[src/rtl/rlt_pkg.sv]
package rlt_pkg;
  localparam int unsigned RLT_POS_W  = 10;
  localparam int unsigned RLT_NPOS   = 2;
  localparam int unsigned RLT_WORD_W = 32;

  typedef logic [RLT_POS_W-1:0] rlt_pos_t;

  function automatic int unsigned rlt_field_ofs(input int unsigned idx, input int unsigned npos);
    return 16 * (npos - 1 - idx);
  endfunction
endpackage

[src/rtl/rlt_line_counter.sv]
module rlt_line_counter #(
  parameter int unsigned LINES_A = 525,
  parameter int unsigned LINES_B = 625,
  parameter int unsigned LINE_W  = 10
) (
  input  logic              clk,
  input  logic              rst_n,
  input  logic              line_tick,
  input  logic              std_sel,
  output logic [LINE_W-1:0] line_next,
  output logic              tick_wrap,
  output logic              retrace_o
);
  logic [LINE_W-1:0] line_q, line_d;
  logic [LINE_W:0]   total, inc;
  logic              wrap_c, retrace_d, retrace_q;

  always_comb begin
    total     = std_sel ? (LINE_W+1)'(LINES_B) : (LINE_W+1)'(LINES_A);
    inc       = {1'b0, line_q} + 1'b1;
    wrap_c    = (inc >= total);
    line_d    = line_q;
    if (line_tick) line_d = wrap_c ? '0 : inc[LINE_W-1:0];
    retrace_d = line_tick & wrap_c;
  end

  always_ff @(posedge clk or negedge rst_n) begin
    if (!rst_n) begin
      line_q    <= '0;
      retrace_q <= 1'b0;
    end else begin
      if (line_tick) line_q <= line_d;
      retrace_q <= retrace_d;
    end
  end

  assign line_next = line_d;
  assign tick_wrap = retrace_d;
  assign retrace_o = retrace_q;

  assert_retrace_needs_tick_R9: assert property (@(posedge clk) disable iff (!rst_n)
    retrace_o |-> $past(line_tick));
  assert_retrace_single_R9: assert property (@(posedge clk) disable iff (!rst_n)
    retrace_o |=> !retrace_o);
  assert_line_in_range_R2: assert property (@(posedge clk) disable iff (!rst_n)
    $rose(retrace_o) |-> (line_q == '0));
endmodule

[src/rtl/rlt_raster_cmp.sv]
module rlt_raster_cmp
  import rlt_pkg::*;
#(
  parameter int unsigned LINE_W = RLT_POS_W,
  parameter int unsigned NPOS   = RLT_NPOS
) (
  input  logic                  clk,
  input  logic                  rst_n,
  input  logic                  cmp_wr,
  input  logic [RLT_WORD_W-1:0] cmp_wdata,
  input  logic                  line_tick,
  input  logic [LINE_W-1:0]     line_next,
  output logic [NPOS-1:0]       hit_o
);
  for (genvar i = 0; i < NPOS; i++) begin : g_pos
    localparam int unsigned OFS = rlt_field_ofs(i, NPOS);
    logic [LINE_W-1:0] pos_q, pos_d;
    logic              hit_q, hit_d;

    always_comb begin
      pos_d = cmp_wr ? cmp_wdata[OFS +: LINE_W] : pos_q;
      hit_d = line_tick & (line_next == pos_q);
    end

    always_ff @(posedge clk or negedge rst_n) begin
      if (!rst_n) begin
        pos_q <= '0;
        hit_q <= 1'b0;
      end else begin
        if (cmp_wr) pos_q <= pos_d;
        hit_q <= hit_d;
      end
    end

    assign hit_o[i] = hit_q;

    assert_hit_needs_tick_R5: assert property (@(posedge clk) disable iff (!rst_n)
      hit_q |-> $past(line_tick));
    assert_hit_single_R9: assert property (@(posedge clk) disable iff (!rst_n)
      hit_q |=> !hit_q);
  end
endmodule

[src/rtl/rlt_present.sv]
module rlt_present #(
  parameter int unsigned PRESENT_LINE = 65,
  parameter int unsigned LINE_W       = 10,
  parameter int unsigned FC_W         = 32
) (
  input  logic              clk,
  input  logic              rst_n,
  input  logic              line_tick,
  input  logic              tick_wrap,
  input  logic [LINE_W-1:0] line_next,
  input  logic              base_wr,
  output logic              present_o,
  output logic [FC_W-1:0]   frame_count_o
);
  logic            pend_q, pend_d;
  logic            fire, release_line;
  logic            present_q;
  logic [FC_W-1:0] fc_q, fc_d;

  always_comb begin
    release_line = line_tick & (line_next == LINE_W'(PRESENT_LINE));
    fire         = pend_q & (release_line | base_wr);
    pend_d       = (pend_q & ~fire) | tick_wrap;
    fc_d         = fc_q + FC_W'(fire);
  end

  always_ff @(posedge clk or negedge rst_n) begin
    if (!rst_n) begin
      pend_q    <= 1'b0;
      present_q <= 1'b0;
      fc_q      <= '0;
    end else begin
      pend_q    <= pend_d;
      present_q <= fire;
      if (fire) fc_q <= fc_d;
    end
  end

  assign present_o     = present_q;
  assign frame_count_o = fc_q;

  assert_present_needs_pending_R6: assert property (@(posedge clk) disable iff (!rst_n)
    present_o |-> $past(pend_q));
  assert_present_single_R9: assert property (@(posedge clk) disable iff (!rst_n)
    present_o |=> !present_o);
  assert_frame_count_step_R8: assert property (@(posedge clk) disable iff (!rst_n)
    !present_o |-> $stable(frame_count_o));
endmodule

[src/rtl/raster_line_timer.sv]
module raster_line_timer
  import rlt_pkg::*;
#(
  parameter int unsigned LINES_A      = 525,
  parameter int unsigned LINES_B      = 625,
  parameter int unsigned PRESENT_LINE = 65,
  parameter int unsigned FC_W         = 32
) (
  input  logic                  clk,
  input  logic                  rst_n,
  input  logic                  line_tick,
  input  logic                  std_sel,
  input  logic                  cmp_wr,
  input  logic [RLT_WORD_W-1:0] cmp_wdata,
  input  logic                  base_wr,
  output logic                  retrace_o,
  output logic                  cmp1_o,
  output logic                  cmp2_o,
  output logic                  present_o,
  output logic [FC_W-1:0]       frame_count_o
);
  localparam int unsigned LINE_W = RLT_POS_W;

  logic [1:0]        rst_sync_q;
  logic              rst_int_n;
  logic [LINE_W-1:0] line_next;
  logic              tick_wrap;
  logic [RLT_NPOS-1:0] hits;

  always_ff @(posedge clk or negedge rst_n) begin
    if (!rst_n) rst_sync_q <= 2'b00;
    else        rst_sync_q <= {rst_sync_q[0], 1'b1};
  end
  assign rst_int_n = rst_sync_q[1];

  rlt_line_counter #(.LINES_A(LINES_A), .LINES_B(LINES_B), .LINE_W(LINE_W)) u_count (
    .clk(clk), .rst_n(rst_int_n), .line_tick(line_tick), .std_sel(std_sel),
    .line_next(line_next), .tick_wrap(tick_wrap), .retrace_o(retrace_o)
  );

  rlt_raster_cmp #(.LINE_W(LINE_W), .NPOS(RLT_NPOS)) u_cmp (
    .clk(clk), .rst_n(rst_int_n), .cmp_wr(cmp_wr), .cmp_wdata(cmp_wdata),
    .line_tick(line_tick), .line_next(line_next), .hit_o(hits)
  );

  rlt_present #(.PRESENT_LINE(PRESENT_LINE), .LINE_W(LINE_W), .FC_W(FC_W)) u_pres (
    .clk(clk), .rst_n(rst_int_n), .line_tick(line_tick), .tick_wrap(tick_wrap),
    .line_next(line_next), .base_wr(base_wr), .present_o(present_o),
    .frame_count_o(frame_count_o)
  );

  assign cmp1_o = hits[0];
  assign cmp2_o = hits[1];

  assert_reset_quiet_R1: assert property (@(posedge clk) disable iff (!rst_n)
    !rst_int_n |-> (frame_count_o == '0 && !present_o && !retrace_o));
endmodule

[config.mk]
export PLATFORM = sky130hd
export DESIGN_NAME = raster_line_timer
export DESIGN_NICKNAME = d
export VERILOG_FILES = /design/src/rtl/rlt_pkg.sv /design/src/rtl/rlt_line_counter.sv /design/src/rtl/rlt_raster_cmp.sv /design/src/rtl/rlt_present.sv /design/src/rtl/raster_line_timer.sv
export SDC_FILE = /design/constraint.sdc
export NUM_CORES = 1
export LEC_CHECK = 0
export BUFFER_PORTS_ARGS = -buffer_cell sky130_fd_sc_hd__buf_4
export CORE_MARGIN = 2
export CORE_UTILIZATION = 50
export CTS_CLUSTER_DIAMETER = 100
export DETAILED_ROUTE_END_ITERATION = 6
export GPL_TIMING_DRIVEN = 0
export PLACE_DENSITY = 0.77
export SYNTH_ARGS = -nofsm -noshare
export SYNTH_HDL_FRONTEND = slang
export SYNTH_HIERARCHICAL = 1
export SYNTH_SLANG_ARGS = --single-unit
[constraint.sdc]
create_clock -name clk -period 2.1 [get_ports clk]
set_input_delay 0 -clock clk [delete_from_list [all_inputs] [get_ports clk]]
set_output_delay 0 -clock clk [all_outputs]
set_load 0.005 [all_outputs]
# Word level (Yosys, flattened, before mapping)
# Index checks and enable logic that the tools add are counted.
# word_totals
word_cells,28
regBits,69
# op_classes
n_eq_ne,3
n_lt_le_gt_ge,1
mux,3
n_bitwise,9
n_addsub,2
# op_table
operator,n
$add A32 B1 Y32,1
$eq A10 B10 Y1,2
$mux W10,2
$add A10 B1 Y11 const B,1
$ge A11 B11 Y1,1
$eq A10 B7 Y1 const B,1
$mux W7,1
$and A1 B1 Y1,6
$or A1 B1 Y1,2
$not A1 Y1,1

# Logic depth before layout (Yosys ltp)
# Gate-level depths: netlist (run 1).
# logic_depth
word_depth,11
mapped_depth,22

# Hierarchy
# Netlist (run 1), hierarchy kept.
# modules_own_cells
mod,area_per_inst_um2,n_inst,cells_per_inst
rlt_present,1579.0,1,148
rlt_raster_cmp,1118.6,1,74
rlt_line_counter,929.6,1,111
raster_line_timer,53.8,1,3

# Least setup slack after synthesis (run 1)
# OpenSTA, ideal clock, no wires.
# synth_path
kind,register -> register
from,register u_count.line_q[0]
to,"register u_pres.fc_q[24], in the netlist u_pres/frame_count_o[24]"
path_slack_ps,-3114
t_arrival_ps,5135
setup_ps,79
path_buffers,2
required_ps,2021
path_stages_with_launch,23
path_cell_list,dfrtp_1 -> ha_1 -> and3_1 -> and3_1 -> xor2_1 -> ha_1 -> a21oi_1 -> nand2_1 -> a41oi_1 -> a31oi_2 -> buf_6 -> nor2_2 -> nor4bb_1 -> a32oi_1 -> inv_1 -> buf_2 -> ha_1 -> ha_1 -> nand3_1 -> or4_1 -> or4_4 -> nor2_1 -> xor2_1
# synth_between
elab_chain_len,9
# synth_rtl
element,line,source
from (decl),rlt_line_counter.sv:14,"logic [LINE_W-1:0] line_q, line_d;"
from (signal assigned),rlt_line_counter.sv:32,if (line_tick) line_q <= line_d;
$add A10 B1 Y11 (*),rlt_line_counter.sv:20,"inc = {1'b0, line_q} + 1'b1;"
$ge A11 B11 Y1,rlt_line_counter.sv:21,wrap_c = (inc >= total);
$mux W10 (*) (2 in a row),rlt_line_counter.sv:23,if (line_tick) line_d = wrap_c ? '0 : inc[LINE_W-1:0];
via line_next[6],raster_line_timer.sv:26,logic [LINE_W-1:0] line_next;
$eq A10 B7 Y1 (*),rlt_present.sv:21,release_line = line_tick & (line_next == LINE_W'(PRESENT_LINE));
$and A1 B1 Y1 (*),rlt_present.sv:21,
$or A1 B1 Y1 (*),rlt_present.sv:22,fire = pend_q & (release_line | base_wr);
$and A1 B1 Y1 (*),rlt_present.sv:22,
via u_pres.fire,rlt_present.sv:16,"logic fire, release_line;"
$add A32 B1 Y32,rlt_present.sv:24,fc_d = fc_q + FC_W'(fire);
to (signal assigned),rlt_present.sv:31,fc_q <= '0;
to (signal assigned),rlt_present.sv:35,if (fire) fc_q <= fc_d;
to (decl),rlt_present.sv:18,"logic [FC_W-1:0] fc_q, fc_d;"
# Mark *: on every way through the listed nets, which the timed path passes. The rest lies on a longest branch.
# A chain may end at the register's enable or synchronous reset.

# Worst setup path in the final report (run 1)
# layout_path
from,register u_count.line_q[0]
to,"register u_pres.fc_q[28], in the netlist u_pres/frame_count_o[28]"
# The elaborated chain is that of the path after synthesis.

==> results.md, run 1 <==
- Status: finished, violations left
- Worst reg2reg startpoint: u_count/line_q[0]
- Post-Route WL: between 9000 and 10000 um
- Clk slew on worst S/H paths: 70 ps
- Routed wire per std cell: 16.8 um
- Leak: ~2.6 nW
- Worst setup path startpoint: u_count/line_q[0]
- Sink Count: 69
- Met3 routed WL: approximately 350 um
- FF+latch count, synth: 69
- Top post-synthesis cells by count: dfrtp_1, xnor2_1, nor2_1
- Slew HR: 0.439
- Die height: 89.8 um
- H-tree depth: 3
- PortBufs: 60
- Worst setup EP type: flop
- Dpl hpwl: 5710 um
- Hold Path Origin: cmp_wr
- Sum of negative setup slack: -78650 ps
- # DRC: 0
- DR top layer: met4
- Violated checks: setup timing
- Max cap viols: 0
- Unrepaired setup endpoints after global routing: true
- DR vias/cell: 5.31
- Most common cell in the netlist: dfrtp_1
- Setup ws final: -2710 ps
- Final setup viols: 46
- Row count: 31
- Register-to-Register Path Depth: 22
- Maximum clock insertion buffer count: 2
- Reg2reg setup slack: -2710 ps
- FMAX: 208 MHz
- GP Congestion: around 0.91
- Max Transition Viols Final: 0
- Fin nets: 513
- Period utilization: 2.29
- Cells after synthesis: 336
- Area delta synth->final: 49.2%
- Antenna violations before repair: 0
- Critical path fanouts, max: 5
- WP data arrival: 5070 ps
- Met2 Wirelength: 4830 um
- Syn Area/Cell: around 11 um2
- Die width: 89.8 um
- Net Count, Synth: 383
- Post-route cell area: 5490 um2
- Starting DRC count in detailed routing: 135
- Dpl cells: between 400 and 500
- Largest net degree at the start of global routing: 68
- Antenna fix cells: 0
- CTS tree: built
- Hold EP: u_cmp/g_pos[0].pos_q[8]
- Vias: 3023
- Total Die Area: 8060 um2
- Ranking of synthesized cells by area: dfrtp_1, xnor2_1, mux2_4
- First-pass GRT wire length: 15500 um
- EDFF count, synth: 0
- Post-synth top flop: dfrtp_1
- Vias in the first global route: 3131
- Worst min path class: input pin to flop
- DP Area: approximately 4400 um2
- Final Non-Filler Cells: 569
- Top cell type's share of synthesized area: 0.469
- Nature of the critical path startpoint: flop
- DRT Pass-1 Iters: 4
- Grt ovf: 0
- Sequential fraction of the synthesis area: 0.469
- I/O pin cnt: 74
- Worst vdd ir: 598 uV
- Clk root buf: clkbuf_8
- Cell variety after synth: 46
- Clock Latency Late Sink: 350 ps
- Cell Area, Synth: 3680 um2
- Synth async-reset ratio: 1.00
- Power Dens Cells: 800 nW/um2
- Num CTS Buffers: 9
- CP Class: flop to flop
- Final Hold Fails: 0
- Setup Skew: 10.1 ps
- Met1 wire length: approximately 4200 um
- CP required: 2360 ps
- Total track usage: 0.239
- Initial Util: 0.513
- Detail Route Antenna Nets: 0
- Share of cells above drive strength 1: 0.447
- Hold depth: 2
- Reg2reg end: u_pres/frame_count_o[28]
- Post-synth top area cell: dfrtp_1
- Yosys Warn Count: 6
- Slew @ Worst Pin: roughly 840 ps
- Tmin final: 4810 ps
- Core Area: approximately 7000 um2
sequential cells by signal, summed over array words and instances (netlist names):
| name | flops |
|---|---|
| u_pres/frame_count_o | 32 |
| u_cmp/g_pos.hit_q | 2 |
| u_pres/present_o | 1 |
| rst_sync_q | 2 |
| u_cmp/g_pos.pos_q | 20 |
| u_count/line_q | 10 |
| u_count/retrace_o | 1 |
| u_pres/pend_q | 1 |
worst max-delay path: stages, from the launching register on:
cell	delay, ps
dfrtp_2	440
ha_4	170
and3_4	170
and3_4	190
xor2_2	140
ha_1	350
a21oi_2	140
nand2_2	80
a41oi_4	300
a31oi_4	140
buf_6	160
nor2_4	110
nor4bb_4	280
a32oi_2	180
inv_2	100
buf_6	110
ha_4	140
ha_4	130
nand3_2	80
or4_4	540
or4_4	500
nor2_4	130
xor2_1	150
through the flow:
step / util / power [mW] / hold slack [ps] / worst slack, ps
4_1_cts: 0.734 / 4.32 / 5.13 / -2720
2_1_floorplan: - / 2.39 / -296 / -2580
5_1_grt: 0.765 / 4.59 / 8.92 / -2850
3_5_place_dp: 0.618 / 2.63 / -217 / -3140
3_3_place_gp: 0.617 / 2.61 / -217 / -3100
6_report: 0.765 / 4.39 / 9.62 / -2710
worst max path at each step:
stage	end	slack (ps)	cells past startpoint
finish	u_pres/frame_count_o[28]	-2710	22
floorplan	u_pres/frame_count_o[24]	-2580	22
CTS	u_pres/frame_count_o[28]	-2720	22
detailed placement	u_pres/frame_count_o[24]	-3140	22
global route	u_pres/frame_count_o[28]	-2850	22
global placement	u_pres/frame_count_o[24]	-3100	22
repair_timing:
| action | 4_1_cts | 5_1_grt |
|---|---|---|
| buffers inserted | 26 | 17 |
| hold endpoints to repair | 24 | 0 |
| resized for setup | 31 | 45 |
| pin swaps | 23 | 21 |
| setup endpoints to repair | 46 | 46 |
| gates cloned | 1 | 0 |
| hold buffers | 23 | 0 |
metal layers:
metal,track usage,vias to the layer above
met3,0.0335,16
li1,-,1426
met1,0.307,1506
met2,0.411,75
met4,0.0923,0
met5,0,-
cell usage in the layout, fill, tap and decap left out, types with 12 or more instances in the layout:
cell,count
dlygate4sd3_1,23
inv_1,12
nand3_1,15
dfrtp_1,67
mux2_4,20
nor2_4,12
xor2_1,24
nand4_1,13
xnor2_1,36
nand2_1,20
buf_4,90
area by class of cell:
class / count / area, um2
inverter: 13 / 48.8
multi-input combinational: 244 / 2290
clock inverter: 6 / 111
fill: 442 / 1690
timing repair buffer: 119 / 988
buffer: 10 / 76.3
sequential: 69 / 1730
clock buffer: 9 / 124
tap: 99 / 124
logic make-up (layout without fill, tap and decap cells):
family	Yosys count	count (layout)	synth area share
simple gates	125	125	0.184
flops	69	69	0.469
xor+xnor	63	63	0.150
compound gates	25	25	0.0486
buf+inv	23	157	0.0323
mux	21	21	0.0846
fa+ha+maj	9	9	0.0306
other cells	1	1	0.00102
report_power, final:
| group | switching, mW | internal [mW] | leakage, nW |
|---|---|---|---|
| combinational | 0.775 | 0.742 | 1.61 |
| clock | 0.517 | 0.784 | 0.116 |
| sequential | 0.135 | 1.44 | 0.888 |
| total | 1.43 | 2.96 | 2.62 |
(Power assumes the default switching activity.)
==> run 2, diff against run 1 <==
==> constraint.sdc (replaced) <==
create_clock -name clk -period 4.1 [get_ports clk]
set_input_delay 0.41 -clock clk [delete_from_list [all_inputs] [get_ports clk]]
set_output_delay 0.41 -clock clk [all_outputs]
set_load 0.005 [all_outputs]
==> run 2 against run 1 <==
The run still ends with setup timing left. Die area unchanged. Final cell count decreased by 6.0%. Critical path depth is the same. First-iteration DRC count grew 35%. Largest power group unchanged.
==> results.md, run 2 (synthesized netlist as in run 1, its figures left out) <==
- Status: finished, violations left
- Violated checks: setup timing
- Setup Skew: 5.63 ps
- Sink Count: just under 70
- Area delta synth->final: 38.2%
- Largest net degree at the start of global routing: 68
- Routed wire per std cell: 16.6 um
- Worst setup EP type: flop
- Leak: 2.39 nW
- Post-Route WL: 8880 um
- WP data arrival: roughly 5000 ps
- Fin nets: 479
- Antenna violations before repair: 0
- Critical path fanouts, max: 4
- Detail Route Antenna Nets: 0
- Starting DRC count in detailed routing: 182
- Core Area: 7180 um2
- Initial Util: 0.513
- Power Dens Cells: roughly 430 nW/um2
- Slew HR: 0.430
- Slew @ Worst Pin: 855 ps
- Max reg flops: 32
- Worst min path class: input pin to flop
- Setup ws final: -594 ps
- Period utilization: 1.14
- CP Class: flop to flop
- Hold WS: around 290 ps
- Total track usage: 0.222
- Num CTS Buffers: 9
- CP required: 4370 ps
- Unrepaired setup endpoints after global routing: true
- Grt ovf: 0
- Share of cells above drive strength 1: 0.433
- Dpl hpwl: slightly below 6000 um
- Antenna fix cells: 0
- Clk root buf: clkbuf_8
- FMAX: 213 MHz
- Most common cell after layout, fill and taps aside: buf_4
- Final setup viols: 8
- Worst vdd ir: between 300 and 400 uV
- I/O pin cnt: 74
- First-pass GRT wire length: roughly 15000 um
- GP Congestion: 0.865
- DRT Pass-1 Iters: 4
- Row count: 31
- Tot Pwr: 2.17 mW
- DR vias/cell: between 5 and 6
- Max cap viols: 0
- Clock Latency Late Sink: approximately 340 ps
- Die width: 89.8 um
- Vias: 2903
- # DRC: 0
- Vias in the first global route: 2940
- Total Die Area: 8060 um2
- PortBufs: 60
- Nature of the critical path startpoint: flop
- Final Hold Fails: 0
- Die height: 89.8 um
- CTS tree: built
- H-tree depth: 3
- Maximum clock insertion buffer count: 2
- Dpl cells: 495
- Reg2reg setup slack: -590 ps
- Final Non-Filler Cells: about 540
- Tmin final: 4690 ps
- Clk slew on worst S/H paths: 70 ps
- Max Transition Viols Final: 0
- Most frequent cells in the layout: buf_4, dfrtp_1, xnor2_1, xor2_1, nand2_1
[run 2: cell types whose count changed in the layout (fill, tap and decap cells not counted), moves of 2 or more]
cell | before | now
buf_6 | 10 | 5
nor2_4 | 12 | 7
xnor2_2 | 2 | 0
xnor2_1 | 36 | 38
buf_8 | 2 | 0
nor3_4 | 4 | 2
buf_4 | 90 | 85
nor2_1 | 10 | 14
nand3_1 | 15 | 17
dlygate4sd3_1 | 23 | 1
[run 2: layout make-up]
cell class / count / area [um2]
clock inverters: 6 / 111
well taps: 99 / 124
inverters: 13 / 48.8
flip-flops and latches: 69 / 1730
repair buffers: 86 / 656
multi-input cells: 244 / 2230
clock buffers: 9 / 124
fillers: 525 / 2090
plain buffers: 9 / 65.1
[run 2: repair_timing]
action	4_1_cts	5_1_grt
gates resized for setup	23	31
setup buffers	16	10
endpoints found under the hold margin	2	0
cloned	1	0
pin swaps	16	23
hold buffers	1	0
setup endpoints to repair	32	24
[run 2: final timing paths]
kind	to	depth (start not counted)	from
worst max-delay path	u_pres/frame_count_o[26]	22	u_count/line_q[1]
worst min-delay path	u_cmp/g_pos[0].pos_q[8]	2	cmp_wdata[24]
worst max register to register	u_pres/frame_count_o[26]	22	u_count/line_q[1]
worst min register to register	rst_sync_q[1]	0	rst_sync_q[0]
max in group asynchronous	u_count/line_q[0]	0	rst_sync_q[1]
min in group asynchronous	rst_sync_q[1]	2	rst_n
[run 2: worst max-delay path, stage by stage, from the launching register on]
cell	delay, ps
dfrtp_2	440
ha_4	170
and3_4	170
and3_4	200
xor2_4	160
ha_4	300
nand3_1	90
nand2_2	100
a41oi_4	50
buf_4	180
a21oi_4	200
o22ai_4	140
nor4bb_4	340
a32oi_2	170
inv_2	100
buf_6	100
ha_4	140
ha_4	140
nand3_2	80
or4_4	550
or4_4	510
nor2_4	140
xor2_1	140
[run 2: metal layers]
metal	global-route usage	vias to the layer above	part of all wire
met5	0	-	0
met4	0.0833	0	0.016
met3	0.0277	13	0.036
met2	0.370	69	0.50
met1	0.299	1458	0.45
li1	-	1363	-
[run 2: power breakdown]
group | switching [mW] | internal (mW)
Clock | 0.265 | 0.402
Sequential | 0.0699 | 0.736
Combinational | 0.366 | 0.335
Total | 0.701 | 1.47
[run 2: per-stage QoR]
step / worst slack, ps / area [um2] / util / setup TNS (ps)
after detailed placement: -1300 / 4390 / 0.611 / -20370
after CTS: -717 / 4900 / 0.683 / -4710
after global placement: -1240 / 4380 / 0.611 / -18470
after global routing: -808 / 5090 / 0.709 / -6650
after floorplan: -581 / 3810 / - / -3470
final: -594 / 5090 / 0.709 / -3690
